$ cat src/rtl/pinsel_pkg.sv
package pinsel_pkg;
  localparam int unsigned NUM_PADS   = 99;
  localparam int unsigned NUM_GROUPS = 3;
  localparam int unsigned SEL_W      = 2;
  localparam int unsigned OWN_W      = $clog2(NUM_GROUPS + 1);

  // group indices double as priority: lower index wins a shared pad
  localparam int unsigned GRP_FLASH = 0;
  localparam int unsigned GRP_UART0 = 1;
  localparam int unsigned GRP_EMMC  = 2;

  typedef logic [NUM_PADS-1:0] padmask_t;
  typedef logic [SEL_W-1:0]    grpsel_t;

  // pad set claimed by one group for a given select value
  function automatic padmask_t group_pads(int unsigned grp, grpsel_t sel);
    padmask_t m;
    m = '0;
    case (grp)
      GRP_FLASH: begin
        if (sel == 2'd1) begin
          m[83] = 1'b1; m[84] = 1'b1; m[86] = 1'b1; m[87] = 1'b1;
        end else if (sel == 2'd2) begin
          m[76] = 1'b1; m[78] = 1'b1; m[79] = 1'b1; m[81] = 1'b1;
        end
      end
      GRP_UART0: begin
        if (sel[0]) begin
          m[88] = 1'b1; m[89] = 1'b1;
        end
      end
      GRP_EMMC: begin
        if (sel[0]) begin
          for (int p = 72; p <= 81; p++) m[p] = 1'b1;
        end
      end
      default: m = '0;
    endcase
    return m;
  endfunction
endpackage

$ cat src/rtl/pinsel_regs.sv
module pinsel_regs
  import pinsel_pkg::*;
#(
  parameter int unsigned ADDR_W = 2,
  parameter int unsigned DATA_W = 8
) (
  input  logic                             clk_i,
  input  logic                             rst_ni,
  input  logic                             wr_en_i,
  input  logic [ADDR_W-1:0]                addr_i,
  input  logic [DATA_W-1:0]                wdata_i,
  input  logic                             overlap_i,
  output logic [DATA_W-1:0]                rdata_o,
  output logic [NUM_GROUPS-1:0][SEL_W-1:0] sel_o,
  output logic                             sticky_o
);
  localparam int unsigned SELREG_W  = SEL_W + (NUM_GROUPS - 1);
  localparam logic [ADDR_W-1:0] ADDR_SEL  = ADDR_W'(0);
  localparam logic [ADDR_W-1:0] ADDR_STAT = ADDR_W'(1);

  logic [SELREG_W-1:0] sel_q, sel_d;
  logic                sel_en;
  logic                sticky_q, sticky_d;
  logic                clr_req;

  always_comb begin
    sel_en   = wr_en_i && (addr_i == ADDR_SEL);
    sel_d    = wdata_i[SELREG_W-1:0];
    clr_req  = wr_en_i && (addr_i == ADDR_STAT) && wdata_i[0];
    sticky_d = overlap_i | (sticky_q & ~clr_req);
  end

  always_ff @(posedge clk_i or negedge rst_ni) begin
    if (!rst_ni) begin
      sel_q    <= '0;
      sticky_q <= 1'b0;
    end else begin
      if (sel_en) sel_q <= sel_d;
      sticky_q <= sticky_d;
    end
  end

  always_comb begin
    case (addr_i)
      ADDR_SEL:  rdata_o = DATA_W'(sel_q);
      ADDR_STAT: rdata_o = DATA_W'(sticky_q);
      default:   rdata_o = '0;
    endcase
  end

  // field unpacking: flash uses two bits, later groups one bit each
  always_comb begin
    sel_o[GRP_FLASH] = sel_q[SEL_W-1:0];
    for (int g = 1; g < int'(NUM_GROUPS); g++) begin
      sel_o[g] = SEL_W'(sel_q[SEL_W + g - 1]);
    end
  end

  assign sticky_o = sticky_q;
endmodule

$ cat src/rtl/pinsel_decode.sv
module pinsel_decode
  import pinsel_pkg::*;
(
  input  logic [NUM_GROUPS-1:0][SEL_W-1:0]    sel_i,
  output logic [NUM_GROUPS-1:0][NUM_PADS-1:0] claims_o
);
  for (genvar g = 0; g < int'(NUM_GROUPS); g++) begin : g_grp
    assign claims_o[g] = group_pads(g, sel_i[g]);
  end
endmodule

$ cat src/rtl/pinsel_arbiter.sv
module pinsel_arbiter
  import pinsel_pkg::*;
(
  input  logic                                clk_i,
  input  logic                                rst_ni,
  input  logic [NUM_GROUPS-1:0][NUM_PADS-1:0] claims_i,
  output logic [NUM_PADS-1:0]                 claimed_o,
  output logic [NUM_PADS*OWN_W-1:0]           owner_o,
  output logic                                overlap_o
);
  logic [NUM_PADS-1:0]       claimed_d, claimed_q;
  logic [NUM_PADS*OWN_W-1:0] owner_d, owner_q;
  logic                      upd_en;

  always_comb begin
    claimed_d = '0;
    owner_d   = '0;
    overlap_o = 1'b0;
    for (int g = int'(NUM_GROUPS) - 1; g >= 0; g--) begin
      claimed_d = claimed_d | claims_i[g];
      for (int p = 0; p < int'(NUM_PADS); p++) begin
        if (claims_i[g][p]) owner_d[p*OWN_W +: OWN_W] = OWN_W'(g + 1);
      end
    end
    for (int i = 0; i < int'(NUM_GROUPS); i++) begin
      for (int j = i + 1; j < int'(NUM_GROUPS); j++) begin
        overlap_o = overlap_o | (|(claims_i[i] & claims_i[j]));
      end
    end
  end

  assign upd_en = 1'b1;

  always_ff @(posedge clk_i or negedge rst_ni) begin
    if (!rst_ni) begin
      claimed_q <= '0;
      owner_q   <= '0;
    end else if (upd_en) begin
      claimed_q <= claimed_d;
      owner_q   <= owner_d;
    end
  end

  assign claimed_o = claimed_q;
  assign owner_o   = owner_q;
endmodule

$ cat src/rtl/pinsel_top.sv
module pinsel_top
  import pinsel_pkg::*;
#(
  parameter int unsigned ADDR_W = 2,
  parameter int unsigned DATA_W = 8
) (
  input  logic                      clk_i,
  input  logic                      rst_ni,
  input  logic                      wr_en_i,
  input  logic [ADDR_W-1:0]         addr_i,
  input  logic [DATA_W-1:0]         wdata_i,
  output logic [DATA_W-1:0]         rdata_o,
  output logic [NUM_PADS-1:0]       pad_claimed_o,
  output logic [NUM_PADS*OWN_W-1:0] pad_owner_o,
  output logic                      conflict_o
);
  logic [1:0]                          rst_sync_q;
  logic                                rst_sync_n;
  logic [NUM_GROUPS-1:0][SEL_W-1:0]    sel_bits;
  logic [NUM_GROUPS-1:0][NUM_PADS-1:0] claims;
  logic                                overlap;

  always_ff @(posedge clk_i or negedge rst_ni) begin
    if (!rst_ni) rst_sync_q <= 2'b00;
    else         rst_sync_q <= {rst_sync_q[0], 1'b1};
  end
  assign rst_sync_n = rst_sync_q[1];

  pinsel_regs #(.ADDR_W(ADDR_W), .DATA_W(DATA_W)) u_regs (
    .clk_i     (clk_i),
    .rst_ni    (rst_sync_n),
    .wr_en_i   (wr_en_i),
    .addr_i    (addr_i),
    .wdata_i   (wdata_i),
    .overlap_i (overlap),
    .rdata_o   (rdata_o),
    .sel_o     (sel_bits),
    .sticky_o  (conflict_o)
  );

  pinsel_decode u_dec (
    .sel_i    (sel_bits),
    .claims_o (claims)
  );

  pinsel_arbiter u_arb (
    .clk_i     (clk_i),
    .rst_ni    (rst_sync_n),
    .claims_i  (claims),
    .claimed_o (pad_claimed_o),
    .owner_o   (pad_owner_o),
    .overlap_o (overlap)
  );
endmodule

$ cat config.mk
export PLATFORM = sky130hd
export DESIGN_NAME = pinsel_top
export DESIGN_NICKNAME = d
export VERILOG_FILES = /design/src/rtl/pinsel_pkg.sv /design/src/rtl/pinsel_regs.sv /design/src/rtl/pinsel_decode.sv /design/src/rtl/pinsel_arbiter.sv /design/src/rtl/pinsel_top.sv
export SDC_FILE = /design/constraint.sdc
export NUM_CORES = 1
export LEC_CHECK = 0
export ABC_AREA = 1
export BUFFER_PORTS_ARGS = -buffer_cell sky130_fd_sc_hd__buf_2
export CORE_MARGIN = 2
export CORE_UTILIZATION = 45
export DETAILED_ROUTE_END_ITERATION = 7
export MAX_ROUTING_LAYER = met4
export PLACE_DENSITY = 0.65
export RECOVER_POWER = 100
export SYNTH_ARGS = -nofsm -noshare
export SYNTH_HDL_FRONTEND = slang
export SYNTH_HIERARCHICAL = 1
export SYNTH_SLANG_ARGS = --single-unit
$ cat constraint.sdc
create_clock -name clk_i -period 13.6 [get_ports clk_i]
set_clock_uncertainty 0.15 [all_clocks]
set_input_delay 4.08 -clock clk_i [delete_from_list [all_inputs] [get_ports clk_i]]
set_output_delay 4.08 -clock clk_i [all_outputs]
set_load 0.05 [all_outputs]
==> impl_metrics.yaml, run 1 <==
run_status:
  status: "finished, violations left"
  violations: "capacitance limit, slew limit"
hold_path:
  worst_hold_path.endpoint: "rst_sync_q[1]"
  min_path_type: "reg -> reg"
  whs_path_depth: 0
  min_from: "rst_sync_q[0]"
die:
  core_area_um2: 32370
  num_rows: 66
  die_w_um: 184.7
  die_height_um: 184.7
  ioPinCount: 319
  dieArea_um2: 34130
  initial_core_util_pct: 45.41
route:
  wire_per_inst_um: 12.11
  drt_wl_total_um: 31070
  routed-via-count: 10538
  via_per_inst: 4.108
  drc: 0
  drt_iter0_markers: 390
  firstDrtPassIters: 5
  antenna_left: 0
clocking:
  clk_root_buffer_cell: "clkbuf_16"
  path_clk_slew_ps: 60
  cts_sinks: 304
  cts_hold_buf: 0
  insertion_delay_ps: 500
  post-cts-setup-buffer-count: 0
  cts_resized: 0
  cts_buffer_depth: 3
  cts_inserted_buffers: 34
  cts_tree: "done"
  ctsHtreeMaxLevel: 2
worst_setup_path:
  rr_startpoint: "rst_sync_q[1]"
  r2r_cells: 1
  cp_data_required_time_ps: 9370
  start_kind: "primary input"
  worstPathArrival_ps: 5170
  rrSetupSlack_ps: 7240
  setup.worst_path.start: "addr_i[1]"
  crit_path_end_kind: "primary output"
  path_max_fanout: 7
  timing.rr.end: "u_arb/owner_o[155]"
  crit_type: "in -> out"
pwr:
  swShare_pct: 31.84
  p_per_area_nw_per_um2: 146.8
  total_power_uw: 2414
  power.switching_uw: 768.7
  p_comb_share_pct: 18.8
  power.leakage_uw: 0.007878
  internal_power_uw: 1646
  peakVddDrop_v: 0.00008182
  seq_power_share_pct: 41.2
  pwr-share-clk_pct: 40.0
global_route:
  grt_antenna_before_repair: 0
  grtUsageTotal_pct: 18.70
  grt.overflow.total: 0
  grt_max_degree: 149
  grt_pass1_vias: 10129
  grt_pass1_wl_um: 48010
cells_and_area:
  layout_commonest_cell: "nand2_1"
  drive_above_1_share_pct: 3.109
  fin_nets: 2110
  area_delta_synth_final_pct: 11.91
  mostFrequentLayoutCells: "407 x nand2_1, 311 x clkbuf_1, 307 x inv_1, 304 x dfrtp_1, 282 x conb_1"
  diodes: 0
  fill_cells: 3256
timing:
  maxSlewViolCount: 157
  setup_violations: 0
  fin_crit_sh_pct: 69.14
  worstMarginPinSlew_ps: 3990
  finalSetupTns_ps: 0
  rsz0062_at_grt: "no"
  fin_crit_ps: 9403
  max_freq_mhz: 106.4
  maxSlewHeadroom_pct: -166.0
  hold_violations: 0
job:
  drv_cap: 2
place:
  gp_congestion: 0.8389
  io_buffers: 310
  dp_hpwl_um: 24180
logic_synthesis:
  yosysWarnings: 6
  synth_area_um2: 14700
  avgSynthCellArea_um2: 8.310
  synthCells: 1769
[how the worst max path moves through the flow]
stage	endpoint	slack [ps]	depth (start not counted)
after floorplan	u_arb/claimed_o[0]	4350	0
after global placement	rdata_o[3]	4590	5
after detailed placement	rdata_o[1]	4580	5
after CTS	rdata_o[1]	4580	5
after global routing	rdata_o[1]	4070	5
final	rdata_o[1]	4200	5
[final cells by class]
cell class	instances	area, um^2	share of cell area, %
clock buffer	49	1031	6.267
clock inverter	13	176.4	1.072
inverter	307	1152	7.005
multi-input combinational	1138	4736	28.79
sequential	304	7607	46.24
tap	442	553.0	3.362
timing repair buffer	312	1195	7.263
[sequential cells by signal, summed over array words and instances (netlist names)]
signal           count
rst_sync_q           2
u_arb/claimed_o     99
u_arb/owner_o      198
u_regs/sel_q         4
u_regs/sticky_o      1
[stage by stage]
stage	util [%]	std cells	hold slack, ps	setup WS (ps)	area (um^2)
floorplan	-	2048	181.2	4350	15750
global placement	48.31	2503	192.4	4588	15640
detailed placement	48.31	2503	190.4	4581	15640
CTS	52.04	2565	206.9	4576	16850
global route	50.82	2565	208.3	4066	16450
finish	50.82	2565	205.0	4197	16450
[power groups by stage]
stage                     clock network [uW]  logic (uW)  registers, uW
after floorplan                            0         214           1220
after global placement                     0         440           1010
after detailed placement                   0         442           1010
after CTS                                993         442            995
after global routing                    1030         496           1000
final                                    966         453            995
[worst max-delay path, stage by stage]
cell	delay, ps
buf_2	100
nor2_1	290
inv_1	120
nor2_1	100
clkbuf_1	470
[layer usage]
layer  vias to the layer above  GRT usage [%]  share of wire, %
met3                        43          5.631               8.0
li1                       5544              -                 -
met2                       238          31.32                47
met5                         -              -                 0
met4                         0          4.762               2.0
met1                      4713          22.07                43
Note: power is estimated with default switching activity, not from simulation.
==> run 2: changes to the inputs <==
clock period = 9.2 ns   (was 13.6 ns; I/O delays follow)
==> impl_metrics.yaml, run 2 (same netlist as run 1, synthesis figures left out) <==
run_status:
  status: "finished, violations left"
  violations: "capacitance limit, slew limit"
clocking:
  ctsHtreeMaxLevel: 2
  post-cts-setup-buffer-count: 0
  cts_hold_buf: 0
  path_clk_slew_ps: 50
  cts_sinks: 304
  clk_root_buffer_cell: "clkbuf_16"
  cts_tree: "done"
  cts_resized: 0
  cts_inserted_buffers: 35
  insertion_delay_ps: 490
  cts_buffer_depth: 3
die:
  ioPinCount: 319
  initial_core_util_pct: 45.41
  core_area_um2: 32370
  die_w_um: 184.7
  die_height_um: 184.7
  num_rows: 66
  dieArea_um2: 34130
timing:
  finalSetupTns_ps: 0
  maxSlewHeadroom_pct: -196.1
  fin_crit_ps: 6814
  maxSlewViolCount: 307
  setup_violations: 0
  hold_violations: 0
  max_freq_mhz: 146.8
  rsz0062_at_grt: "no"
  worstMarginPinSlew_ps: 4441
  fin_crit_sh_pct: 74.06
route:
  antenna_left: 0
  wire_per_inst_um: 12.34
  via_per_inst: 4.151
  routed-via-count: 10643
  firstDrtPassIters: 5
  drc: 0
  drt_iter0_markers: 493
  drt_wl_total_um: 31640
hold_path:
  worst_hold_path.endpoint: "rst_sync_q[1]"
  min_path_type: "reg -> reg"
  min_from: "rst_sync_q[0]"
  whs_path_depth: 0
cells_and_area:
  mostFrequentLayoutCells: "407 x nand2_1, 308 x clkbuf_1, 307 x inv_1, 304 x dfrtp_1, 282 x conb_1"
  largest_reg_flops: 198
  drive_above_1_share_pct: 3.205
  final_cells: 2564
  fin_nets: 2111
  area_delta_synth_final_pct: 11.62
  layout_commonest_cell: "nand2_1"
  fill_cells: 3184
  diodes: 0
global_route:
  grtUsageTotal_pct: 18.94
  grt.overflow.total: 0
  grt_pass1_vias: 10083
  grt_antenna_before_repair: 0
  grt_max_degree: 188
  grt_pass1_wl_um: 48590
worst_setup_path:
  worst_path_max_delay_cell: "clkbuf_1"
  start_kind: "primary input"
  crit_type: "in -> out"
  rr_startpoint: "rst_sync_q[1]"
  crit_chain: "clkbuf_1, nor2_1, inv_1, nor2_1, clkbuf_1"
  crit_path_end_kind: "primary output"
  cp_data_required_time_ps: 6290
  rrSetupSlack_ps: 3110
  slowest_delay_ps: 480
  timing.rr.end: "u_arb/owner_o[67]"
  path_max_fanout: 7
  worstPathArrival_ps: 3900
  r2r_cells: 1
place:
  dp_hpwl_um: 24480
  gp_congestion: 0.8274
  io_buffers: 310
  placed_cells: 2503
pwr:
  peakVddDrop_v: 0.0001189
  power.leakage_uw: 0.007860
  total_power_uw: 3534
  p_per_area_nw_per_um2: 215.4
job:
  drv_cap: 3
run 2: layout make-up:
type / instances / area (um^2) / share of cell area, %
tap: 442 / 553.0 / 3.370
clock inverter: 14 / 137.6 / 0.8388
inverter: 307 / 1152 / 7.023
clock buffer: 47 / 1044 / 6.360
multi-input combinational: 1138 / 4736 / 28.86
timing repair buffer: 312 / 1179 / 7.183
sequential: 304 / 7607 / 46.36
run 2: stage by stage:
| step | hold slack (ps) | worst slack, ps | util (%) | instance area, um^2 |
|---|---|---|---|---|
| after detailed placement | 187.1 | 2802 | 48.31 | 15640 |
| after CTS | 209.1 | 2790 | 51.96 | 16820 |
| after global placement | 189.8 | 2820 | 48.31 | 15640 |
| after global routing | 224.3 | 1687 | 50.69 | 16410 |
| final | 209.3 | 2386 | 50.69 | 16410 |
| after floorplan | 181.1 | 2667 | - | 15750 |
run 2: power by group:
part | leakage [uW] | total, uW | internal (uW) | switching [uW]
Clock | 0.000577 | 1390 | 854 | 538
Sequential | 0.00334 | 1470 | 1430 | 41.7
Combinational | 0.00394 | 674 | 111 | 563
Total | 0.00786 | 3530 | 2390 | 1140
run 2: worst max-delay path: cells and delay by family:
kind                   cells  cell delay, ps
buffers and inverters      3             690
and+or+nand+nor            2             440
run 2: worst max path at each step:
| stage | start | to | slack [ps] |
|---|---|---|---|
| 2_1_floorplan | addr_i[0] | rdata_o[1] | 2670 |
| 3_3_place_gp | addr_i[0] | rdata_o[3] | 2820 |
| 3_5_place_dp | addr_i[0] | rdata_o[3] | 2800 |
| 4_1_cts | addr_i[0] | rdata_o[3] | 2790 |
| 5_1_grt | rst_sync_q[1] | u_arb/owner_o[56] | 1690 |
| 6_report | addr_i[0] | rdata_o[1] | 2390 |
run 2: layer usage:
| layer | vias up | GRT usage, % | share of wire (%) | wire, um |
|---|---|---|---|---|
| met5 | - | - | 0 | 0 |
| met4 | 0 | 5.810 | 2.4 | 752 |
| met3 | 48 | 5.513 | 8.2 | 2605 |
| met2 | 270 | 30.27 | 47 | 14780 |
| met1 | 4788 | 23.32 | 43 | 13500 |
| li1 | 5537 | - | - | - |
